===== src/rtl/i2s_tx_pkg.sv =====
package i2s_tx_pkg;

  typedef enum logic [1:0] {
    SH_IDLE  = 2'd0,
    SH_ARM   = 2'd1,
    SH_LEAD  = 2'd2,
    SH_SHIFT = 2'd3
  } sh_state_t;

  // clk cycles in one half of a bit-clock period
  function automatic int unsigned half_cycles(input int unsigned div,
                                              input bit odd,
                                              input int unsigned min_div);
    int unsigned d;
    d = (div < min_div) ? min_div : div;
    return 2 * d + (odd ? 1 : 0);
  endfunction

endpackage


===== src/rtl/i2s_bclk_gen.sv =====
module i2s_bclk_gen #(
  parameter int DIV_W   = 8,
  parameter int MIN_DIV = 2
) (
  input  logic             clk,
  input  logic             rst_n,
  input  logic             en,
  input  logic [DIV_W-1:0] div,
  input  logic             odd,
  input  logic             cpol,
  output logic             sck,
  output logic             shift_evt
);
  localparam int CNT_W = DIV_W + 2;

  logic [CNT_W-1:0] cnt;
  logic [CNT_W-1:0] half;
  logic             bclk;
  logic             wrap;

  assign half = CNT_W'(i2s_tx_pkg::half_cycles(int'(div), odd, MIN_DIV));
  assign wrap = en && (cnt >= half - CNT_W'(1));

  always_ff @(posedge clk) begin
    if (!rst_n || !en) begin
      cnt  <= '0;
      bclk <= 1'b0;
    end else if (wrap) begin
      cnt  <= '0;
      bclk <= ~bclk;
    end else begin
      cnt <= cnt + CNT_W'(1);
    end
  end

  // data moves on the internal falling edge
  assign shift_evt = wrap && bclk;
  assign sck       = bclk ^ cpol;
endmodule


===== src/rtl/i2s_tx_shifter.sv =====
module i2s_tx_shifter #(
  parameter int W = 16
) (
  input  logic         clk,
  input  logic         rst_n,
  input  logic         en,
  input  logic         shift_evt,
  input  logic         buf_full,
  input  logic [W-1:0] buf_data,
  input  logic         buf_chan,
  output logic         take,
  output logic         word_done,
  output logic         sd,
  output logic         ws,
  output logic         busy
);
  import i2s_tx_pkg::*;
  localparam int BC_W = $clog2(W);

  sh_state_t     state;
  logic [W-1:0]  sh;
  logic [BC_W-1:0] bitcnt;
  logic          wchan;
  logic          last_bit;

  assign last_bit  = (bitcnt == BC_W'(W - 1));
  assign word_done = (state == SH_SHIFT) && shift_evt && last_bit;
  assign take      = en && buf_full && ((state == SH_IDLE) || word_done);
  assign busy      = (state == SH_SHIFT);

  always_ff @(posedge clk) begin
    if (!rst_n || !en) begin
      state  <= SH_IDLE;
      sh     <= '0;
      bitcnt <= '0;
      wchan  <= 1'b0;
      sd     <= 1'b0;
      ws     <= 1'b0;
    end else begin
      case (state)
        SH_IDLE: if (take) begin
          sh    <= buf_data;
          wchan <= buf_chan;
          state <= SH_ARM;
        end
        SH_ARM: if (shift_evt) begin
          ws    <= wchan;
          state <= SH_LEAD;
        end
        SH_LEAD: if (shift_evt) begin
          sd     <= sh[W-1];
          sh     <= {sh[W-2:0], 1'b0};
          bitcnt <= '0;
          state  <= SH_SHIFT;
        end
        default: if (shift_evt) begin
          if (last_bit) begin
            bitcnt <= '0;
            if (take) begin
              sd    <= buf_data[W-1];
              sh    <= {buf_data[W-2:0], 1'b0};
              wchan <= buf_chan;
            end else begin
              sd    <= 1'b0;
              state <= SH_IDLE;
            end
          end else begin
            sd     <= sh[W-1];
            sh     <= {sh[W-2:0], 1'b0};
            bitcnt <= bitcnt + BC_W'(1);
            if (bitcnt == BC_W'(W - 2)) ws <= ~wchan;
          end
        end
      endcase
    end
  end
endmodule


===== src/rtl/i2s_tx_master.sv =====
module i2s_tx_master #(
  parameter int DATA_W  = 16,
  parameter int DIV_W   = 8,
  parameter int MIN_DIV = 2
) (
  input  logic              clk,
  input  logic              rst_n,
  input  logic              cfg_en,
  input  logic [DIV_W-1:0]  cfg_div,
  input  logic              cfg_odd,
  input  logic              cfg_cpol,
  input  logic              irq_en,
  input  logic              wr_stb,
  input  logic [DATA_W-1:0] wr_data,
  output logic              sck,
  output logic              ws,
  output logic              sd,
  output logic              tx_empty,
  output logic              chan_side,
  output logic              busy,
  output logic              irq
);
  logic              shift_evt;
  logic              word_done;
  logic              take;
  logic              buf_full;
  logic [DATA_W-1:0] buf_data;

  i2s_bclk_gen #(.DIV_W(DIV_W), .MIN_DIV(MIN_DIV)) u_bclk (
    .clk(clk), .rst_n(rst_n), .en(cfg_en), .div(cfg_div), .odd(cfg_odd),
    .cpol(cfg_cpol), .sck(sck), .shift_evt(shift_evt)
  );

  i2s_tx_shifter #(.W(DATA_W)) u_shift (
    .clk(clk), .rst_n(rst_n), .en(cfg_en), .shift_evt(shift_evt),
    .buf_full(buf_full), .buf_data(buf_data), .buf_chan(chan_side),
    .take(take), .word_done(word_done), .sd(sd), .ws(ws), .busy(busy)
  );

  always_ff @(posedge clk) begin
    if (!rst_n || !cfg_en) begin
      buf_full  <= 1'b0;
      buf_data  <= '0;
      chan_side <= 1'b0;
    end else begin
      if (take) chan_side <= ~chan_side;
      if (wr_stb) begin
        buf_full <= 1'b1;
        buf_data <= wr_data;
      end else if (take) begin
        buf_full <= 1'b0;
      end
    end
  end

  assign tx_empty = ~buf_full;
  assign irq      = irq_en & tx_empty;
endmodule


===== config.mk =====
export PLATFORM = sky130hd
export DESIGN_NAME = i2s_tx_master
export DESIGN_NICKNAME = d
export VERILOG_FILES = /design/src/rtl/i2s_tx_pkg.sv /design/src/rtl/i2s_bclk_gen.sv /design/src/rtl/i2s_tx_shifter.sv /design/src/rtl/i2s_tx_master.sv
export SDC_FILE = /design/constraint.sdc
export NUM_CORES = 1
export LEC_CHECK = 0
export BUFFER_PORTS_ARGS = -buffer_cell sky130_fd_sc_hd__buf_2
export CORE_ASPECT_RATIO = 0.8
export CORE_UTILIZATION = 55
export DETAILED_ROUTE_END_ITERATION = 12
export PLACE_DENSITY = 0.82
export SLEW_MARGIN = 20
export SYNTH_ARGS = -nofsm -noshare
export SYNTH_HDL_FRONTEND = slang
export SYNTH_HIERARCHICAL = 1
export SYNTH_SLANG_ARGS = --single-unit

===== constraint.sdc =====
create_clock -name clk -period 6.9 [get_ports clk]
set_clock_uncertainty 0.1 [all_clocks]
set_input_delay 1.725 -clock clk [delete_from_list [all_inputs] [get_ports clk]]
set_output_delay 1.725 -clock clk [all_outputs]
set_load 0.05 [all_outputs]

# == Word-level counts from Yosys, hierarchy flattened ==
# Cells that the tools add are included.
# totals
ff_bits,54
in_bits,31
# op_classes
add_sub_neg,4
mux,35
n_lt_le_gt_ge,2
n_eq_ne,11
n_bitwise,10
n_reduce_logical,25
# op_table
op,count
$mux W16,5
$pmux W16 S3,1
$mux W1,14
$mux W2,6
$mux W4,3
$add A10 B1 Y10 const B,1
$add A10 B10 Y10,1
$ge A10 B10 Y1,1
$sub A10 B1 Y10 const B,1
$eq A4 B4 Y1 const B,2
$lt A8 B2 Y1 const B,1
$mux W8,1
$not A1 Y1,8
$pmux W4 S2,1
$reduce_bool A2 Y1,4
$reduce_or A2 Y1,4
$logic_and A1 B1 Y1,6
$pmux W1 S2,3
$pmux W2 S3,1
$reduce_and A6 Y1,1
$reduce_and A5 Y1,1
$add A4 B1 Y4 const B,1
$eq A2 B2 Y1 const B,2
$ne A2 B1 Y1 const B,2
other kinds (13),16

# == Depth between registers and ports, before layout ==
# Gate-level depths: netlist (run 1).
# depth
ltp_word,15
ltp_mapped,21
ltp_nobuf,17

# == Hierarchy ==
# Netlist (run 1), hierarchy kept.
# modules_own_cells
module,cells_per_inst,area_each_um2,instances,seq_area_each_um2
i2s_tx_shifter,177,1591.5,1,500.5
i2s_bclk_gen,101,832.0,1,220.2
i2s_tx_master,61,658.1,1,360.3

# == Worst setup path before layout (run 1) ==
# Ideal clock, no wire load.
# synth_path
path_kind,in2reg
startpoint,input port cfg_div[4]
endpoint,register u_shift.sh[10]
stages,19
arrival_ns,5.381
setup_slack_ns,1.293
n_path_buf,4
required_ns,6.674
cell_sequence,nor3_1 > nor4b_2 > inv_1 > o21ai_0 > ha_1 > nor4b_1 > xnor2_1 > ha_1 > nand2_1 > or4_1 > a21oi_1 > buf_4 > or3b_1 > buf_2 > nor2_4 > or2_1 > buf_6 > buf_12 > a21oi_2
# synth_via
elab_chain_len,13
word_cells_on_any_way,16
cone_classes,2 x add/sub; 2 x order compare; 3 x eq/ne; 1 x mux; 8 x reduce/logical
# synth_lines
item,line_no,source
from (decl),i2s_tx_master.sv:9,"input logic [DIV_W-1:0] cfg_div,"
$lt A8 B2 Y1,i2s_tx_pkg.sv:15,d = (div < min_div) ? min_div : div;
$mux W8 (*),i2s_tx_pkg.sv:15,
$add A10 B10 Y10 (*),i2s_tx_pkg.sv:16,return 2 * d + (odd ? 1 : 0);
$sub A10 B1 Y10 (*),i2s_bclk_gen.sv:22,assign wrap = en && (cnt >= half - CNT_W'(1));
$ge A10 B10 Y1 (*),i2s_bclk_gen.sv:22,
$logic_and A1 B1 Y1 (*),i2s_bclk_gen.sv:22,
$logic_and A1 B1 Y1 (*),i2s_bclk_gen.sv:37,assign shift_evt = wrap && bclk;
named net shift_evt,i2s_tx_master.sv:23,logic shift_evt;
$logic_and A1 B1 Y1 (2 in a row),i2s_tx_shifter.sv:27,assign word_done = (state == SH_SHIFT) && shift_evt && last_bit;
$logic_or A1 B1 Y1,i2s_tx_shifter.sv:28,assign take = en && buf_full && ((state == SH_IDLE) || word_done);
$logic_and A1 B1 Y1,i2s_tx_shifter.sv:28,
$ne A4 B4 Y1 (no line) / $ne A2 B2 Y1 (equally long branches),n/a,
$reduce_and A5 Y1 (no line) (*),n/a,
to (signal assigned),i2s_tx_shifter.sv:42,sh <= buf_data;
to (signal assigned),i2s_tx_shifter.sv:52,"sh <= {sh[W-2:0], 1'b0};"
to (signal assigned),i2s_tx_shifter.sv:61,"sh <= {buf_data[W-2:0], 1'b0};"
to (decl),i2s_tx_shifter.sv:21,logic [W-1:0] sh;
# The timed path passes the listed nets; every way through them passes the cells marked *.
# A chain may end at the register's enable or synchronous reset.

# == Final worst setup path (run 1) ==
# layout_path
startpoint,input port cfg_div[2]
endpoint,register u_shift.sh[0]
# The elaborated chain is that of the path after synthesis.

==> results of run 1 <==
## power by group
group | internal [W] | switching [W]
Sequential | 0.000317 | 0.00000434
Clock | 0.0000698 | 0.000101
Combinational | 0.0000253 | 0.0000349
## routing by layer
metal	GRT usage	part of all wire	vias up
li1	-	-	1287
met1	0.311	0.50	1177
met2	0.366	0.45	46
met3	0.0440	0.036	8
met4	0.0667	0.010	0
met5	0	0	-
## through the flow
stage	area, um2	hold WS, ns
floorplan	3080	0.330
global placement	3210	0.347
detailed placement	3210	0.357
CTS	3290	0.378
global route	3290	0.401
finish	3290	0.377
## flip-flops by register name (all words and copies together) (netlist names)
| name | count |
|---|---|
| u_bclk/bclk | 1 |
| u_bclk/cnt | 10 |
| u_shift/bitcnt | 4 |
| u_shift/state | 2 |
| u_shift/sd | 1 |
| buf_full | 1 |
| u_shift/sh | 16 |
| buf_data | 16 |
| chan_side | 1 |
| u_shift/ws | 1 |
| u_shift/wchan | 1 |
## layout by cell type (no fill, tap or decap), types with 10 or more instances in the layout
cell	count
nor3b_1	17
a221oi_1	16
mux2i_1	17
a21oi_2	10
ha_1	18
nor2_1	43
buf_2	37
inv_1	12
dfxtp_1	54
o31ai_1	16
a21oi_1	20
nand2_1	15
## critical path: cells and delay by family
kind,cells,cell delay [ns]
AOI/OAI and AO/OA,3,0.80
xor gates and xnor gates,1,0.12
adders and majority gates,2,0.51
buffers and inverters,3,0.44
and+or+nand+nor,8,2.69
## cell type report
class                           count  area [um2]  area share
Clock buffer                        6        72.6      0.0220
Tap cell                           62        77.6      0.0236
Inverter                           12        45.0      0.0137
Sequential cell                    54        1080       0.328
Clock inverter                      1        7.51     0.00228
Multi-Input combinational cell    252        1790       0.545
Timing Repair Buffer               41         215      0.0653
## final timing paths
kind                                      to                startpoint  depth (start not counted)  slack (ns)
setup / recovery  u_shift/sh[0]$_SDFFE_PP0P_                cfg_div[2]                         17        0.70
hold / removal      u_bclk/cnt[0]$_SDFF_PP0_  u_bclk/cnt[0]$_SDFF_PP0_                          1        0.38
setup reg to reg  u_shift/sh[0]$_SDFFE_PP0P_  u_bclk/cnt[0]$_SDFF_PP0_                         11        3.51
hold reg to reg     u_bclk/cnt[0]$_SDFF_PP0_  u_bclk/cnt[0]$_SDFF_PP0_                          1        0.38
==> run_results.csv, run 1 <==
group,metric,value,unit
detailed_routing,dr_total_vias,2518,
clocking,cts_tree,"yes",
detailed_routing,drt_iter0_markers,155,
grt,grt_max_degree,42,
sta,timing.fmax,161,MHz
worst_setup_path,worstPathArrival,6.30,ns
sta,finalWorstSetupSlack,0.699,ns
detailed_routing,ant_nets,0,
yosys,synth_area,3080,um2
cells_and_area,instances_no_fill,428,
yosys,synth_warnings,6,
sta,rsz0062_at_grt,"no",
cells_and_area,utilization,0.636,
cells_and_area,drive_above_1_share,0.183,
die,start_util,0.594,
worst_setup_path,endpoint_kind,"register",
worst_setup_path,slowest_stage,"or4_1",
cells_and_area,area_growth,7.08,%
detailed_routing,wl_per_cell,14.3,um
place,io_buffers,37,
place,pre_cts_ws,0.428,ns
grt,grt_antenna_before_repair,0,
pwr,cellPowerDensity,168,nW/um2
die,coreArea,5180,um2
sta,fin_tns_setup,0,ns
die,die_y,68.9,um
pwr,power.leakage,1.33,nW
clocking,path_clk_slew,0.09,ns
place,gp_congestion,0.832,
worst_setup_path,critPathMaxStageDelay,0.61,ns
clocking,clock_path_buffers,2,
sta,hold_viol,0,
worst_setup_path,worstPathRequired,7.00,ns
sta,drv_slew,0,
worst_setup_path,crit_chain,"buf_2 > nor3_1 > nor4b_2 > inv_1 > o21ai_0 > ha_1 > nor4b_1 > xnor2_1 > ha_1 > nand2_1 > or4_1 > a21oi_1 > or3b_1 > nor2_4 > or2_1 > buf_4 > o21ai_0",
yosys,netlist_instances,338,
detailed_routing,viasPerCell,5.88,
run,maxCapViolations,0,
cells_and_area,diodes,0,
detailed_routing,dr.pass1.iters,4,
pwr,power,0.000552,W
clocking,cts_setup_buffers,0,
place,place_inst,421,
sta,min_period_over_period,0.899,
sta,slew_headroom,0.458,
worst_setup_path,crit_type,"input port to register",
grt,grt_pass1_vias,2297,
yosys,synth_fp_nets,387,
min_path,hold_class,"register to register",
grt,grt_pass1_wl,10500,um
clocking,holdBufCountCts,0,
sta,tightest_slew,0.812,ns
place,place_hpwl,4340,um
clocking,cts_resized,0,
clocking,worstSkewPairLatency,0.31,ns
status,status,"complete, no violations",
clocking,htreeDepth,2,
die,die_w,85.6,um
clocking,cts-root-buf,"clkbuf_8",
grt,grt_overflow_total,0,
worst_setup_path,crit_path_max_fanout,16,
die,rows,23,
die,fp.dieArea,5900,um2
pwr,peakVddDrop,0.102,mV
die,ioPinCount,38,
worst_setup_path,critPathLaunchType,"input port",
cells_and_area,nets,415,
sta,final.min_clock_period,6.20,ns
cells_and_area,nFillCells,471,
detailed_routing,wirelength,6100,um
clocking,numCtsBuffers,5,
detailed_routing,post-route-drc-count,0,
sta,setup_violations,0,
grt,gr-usage-all-layers,0.227,
clocking,cts.sink_count,54,
yosys,avgSynthCellArea,9.10,um2
Note: power is estimated with default switching activity, not from simulation.
==> run 2: changes to the inputs <==
--- a/config.mk
+++ b/config.mk
@@ -7,6 +7,7 @@
 export LEC_CHECK = 0
 export BUFFER_PORTS_ARGS = -buffer_cell sky130_fd_sc_hd__buf_2
 export CORE_ASPECT_RATIO = 0.8
+export CORE_MARGIN = 4
 export CORE_UTILIZATION = 55
 export DETAILED_ROUTE_END_ITERATION = 12
 export PLACE_DENSITY = 0.82
==> run 2 against run 1 <==
Routed wire length is 3.2% higher; cell count is 4.2% higher; via count is 1.4% higher; combinational power hardly changed; maximum frequency is 4.0% higher; sequential share of layout area is 0.53 points lower; global-route usage is 3.6 points lower; cell area is 1.6% higher; flip-flop and latch count stayed put; register-to-register slack better by 0.23 ns; critical path depth is 1 higher; largest power group unchanged.
==> run_results.csv, run 2 (synthesis gave the netlist of run 1 again) <==
group,metric,value,unit
clocking,clock_path_buffers,2,
worst_setup_path,critPathLaunchType,"input port",
cells_and_area,drive_above_1_share,0.185,
pwr,p_clk_frac,0.353,
worst_setup_path,endpoint_kind,"register",
detailed_routing,dr_total_vias,2552,
sta,tightest_slew,0.813,ns
sta,setup_violations,0,
sta,fin_tns_setup,0,ns
sta,min_period_over_period,0.864,
sta,hold_viol,0,
pwr,swShare,0.236,
pwr,internal_power,0.000451,W
die,die_w,91.6,um
pwr,power.switching,0.000139,W
place,dpl-instance-area,3240,um2
clocking,path_clk_slew,0.10,ns
min_path,min_path_cells,1,
cells_and_area,nets,416,
cells_and_area,reg_top3,"buf_data (16), u_shift/sh (16), u_bclk/cnt (10)",
pwr,cellPowerDensity,176,nW/um2
detailed_routing,wirelength,6300,um
detailed_routing,drt_iter0_markers,169,
sta,rsz0062_at_grt,"no",
detailed_routing,ant_nets,0,
worst_setup_path,crit_path_max_fanout,10,
detailed_routing,wl_per_cell,14.1,um
grt,grt_antenna_before_repair,0,
run,maxCapViolations,0,
place,gp_congestion,0.824,
worst_setup_path,reg2reg_setup_slack,3.74,ns
pwr,power.leakage,1.35,nW
worst_setup_path,worstPathArrival,6.05,ns
sta,timing.fmax,168,MHz
cells_and_area,diodes,0,
cells_and_area,area_growth,8.83,%
status,status,"complete, no violations",
pwr,peakVddDrop,0.105,mV
clocking,cts_resized,0,
sta,slew_headroom,0.458,
clocking,cts.sink_count,54,
clocking,cts_setup_buffers,0,
die,ioPinCount,38,
detailed_routing,viasPerCell,5.72,
die,fp.dieArea,6860,um2
worst_setup_path,setup.worst_path.start,"cfg_div[4]",
worst_setup_path,r2r-start,"u_bclk/cnt[0]$_SDFF_PP0_",
min_path,hold_class,"register to register",
sta,drv_slew,0,
grt,gr-usage-all-layers,0.191,
place,place_hpwl,4410,um
detailed_routing,post-route-drc-count,0,
cells_and_area,final_cell_mix,"dfxtp_1, nor2_1, buf_2",
die,coreArea,5440,um2
die,die_y,74.9,um
cells_and_area,utilization,0.616,
clocking,holdBufCountCts,0,
cells_and_area,fin_area,3350,um2
die,rows,24,
sta,finalWorstSetupSlack,0.939,ns
worst_setup_path,crit_type,"input port to register",
grt,grt_overflow_total,0,
worst_setup_path,reg2regPathDepth,12,
clocking,cts-root-buf,"clkbuf_8",
min_path,min_to,"u_bclk/cnt[0]$_SDFF_PP0_",
cells_and_area,final_common_cell,"dfxtp_1",
detailed_routing,dr.pass1.iters,5,
grt,grt_max_degree,42,
grt,grt_pass1_vias,2374,
place,pre_cts_ws,0.670,ns
clocking,cts_tree,"yes",
clocking,numCtsBuffers,5,
die,start_util,0.566,
sta,final.min_clock_period,5.96,ns
grt,grt_pass1_wl,10800,um
clocking,htreeDepth,2,
pwr,comb_power_share,0.102,
worst_setup_path,r2r-end,"u_shift/sh[15]$_SDFFE_PP0P_",
place,io_buffers,37,
clocking,worstSkewPairLatency,0.30,ns
min_path,worstHoldStart,"u_bclk/cnt[0]$_SDFF_PP0_",
pwr,power_frac_seq,0.545,
worst_setup_path,worstPathRequired,6.99,ns
## run 2: cell count changes in the layout (fill, tap and decap cells not counted), sizes merged
cell / before / now
buf: 41 / 42
bufinv: 0 / 1
clkbuf: 6 / 7
clkinvlp: 1 / 0
## run 2: area by class of cell
type	instances	area, um2
fillers	475	2090
multi-input cells	252	1790
flip-flops and latches	54	1080
repair buffers	42	223
well taps	78	97.6
clock buffers	7	76.3
inverters	12	45.0
clock inverters	1	30.0
## run 2: critical path, stage by stage
cell and delay (ns):
buf_2 0.11, nor3_1 0.23, nor4b_2 0.50, inv_1 0.07, o21ai_0 0.17, ha_1 0.23
nor4b_1 0.33, xnor2_1 0.13, ha_1 0.28, nand2_1 0.05, or4_1 0.60, a21oi_1 0.16
buf_4 0.17, or3b_1 0.47, nor2_4 0.14, or2_1 0.34, buf_4 0.25, a21oi_2 0.06
## run 2: stage by stage
| stage | hold WS, ns | cells | power, W |
|---|---|---|---|
| detailed placement | 0.360 | 438 | 0.000389 |
| global placement | 0.348 | 438 | 0.000387 |
| finish | 0.378 | 446 | 0.000590 |
| global route | 0.419 | 446 | 0.000615 |
| floorplan | 0.330 | 338 | 0.000372 |
| CTS | 0.376 | 446 | 0.000595 |
## run 2: routing by layer
metal | vias to the layer above | track usage | part of all wire
met5 | - | 0 | 0
met4 | 0 | 0.0401 | 0.0073
met3 | 6 | 0.0330 | 0.046
met2 | 53 | 0.319 | 0.45
met1 | 1202 | 0.264 | 0.49
li1 | 1291 | - | -
## run 2: worst max-delay path by stage
stage               cells past startpoint  slack [ns]                           to
global route                           18        0.57  u_shift/sh[15]$_SDFFE_PP0P_
global placement                       18        0.80  u_shift/sh[12]$_SDFFE_PP0P_
floorplan                              19        1.30  u_shift/sh[10]$_SDFFE_PP0P_
CTS                                    18        0.98  u_shift/sh[11]$_SDFFE_PP0P_
finish                                 18        0.94  u_shift/sh[15]$_SDFFE_PP0P_
detailed placement                     18        0.67  u_shift/sh[15]$_SDFFE_PP0P_
## run 2: power groups by stage
stage | Sequential, W | Combinational (W) | Clock (W)
after floorplan | 0.000328 | 0.0000443 | 0
after CTS | 0.000322 | 0.0000606 | 0.000213
after detailed placement | 0.000329 | 0.0000600 | 0
after global placement | 0.000329 | 0.0000589 | 0
after global routing | 0.000322 | 0.0000676 | 0.000225
final | 0.000322 | 0.0000602 | 0.000208
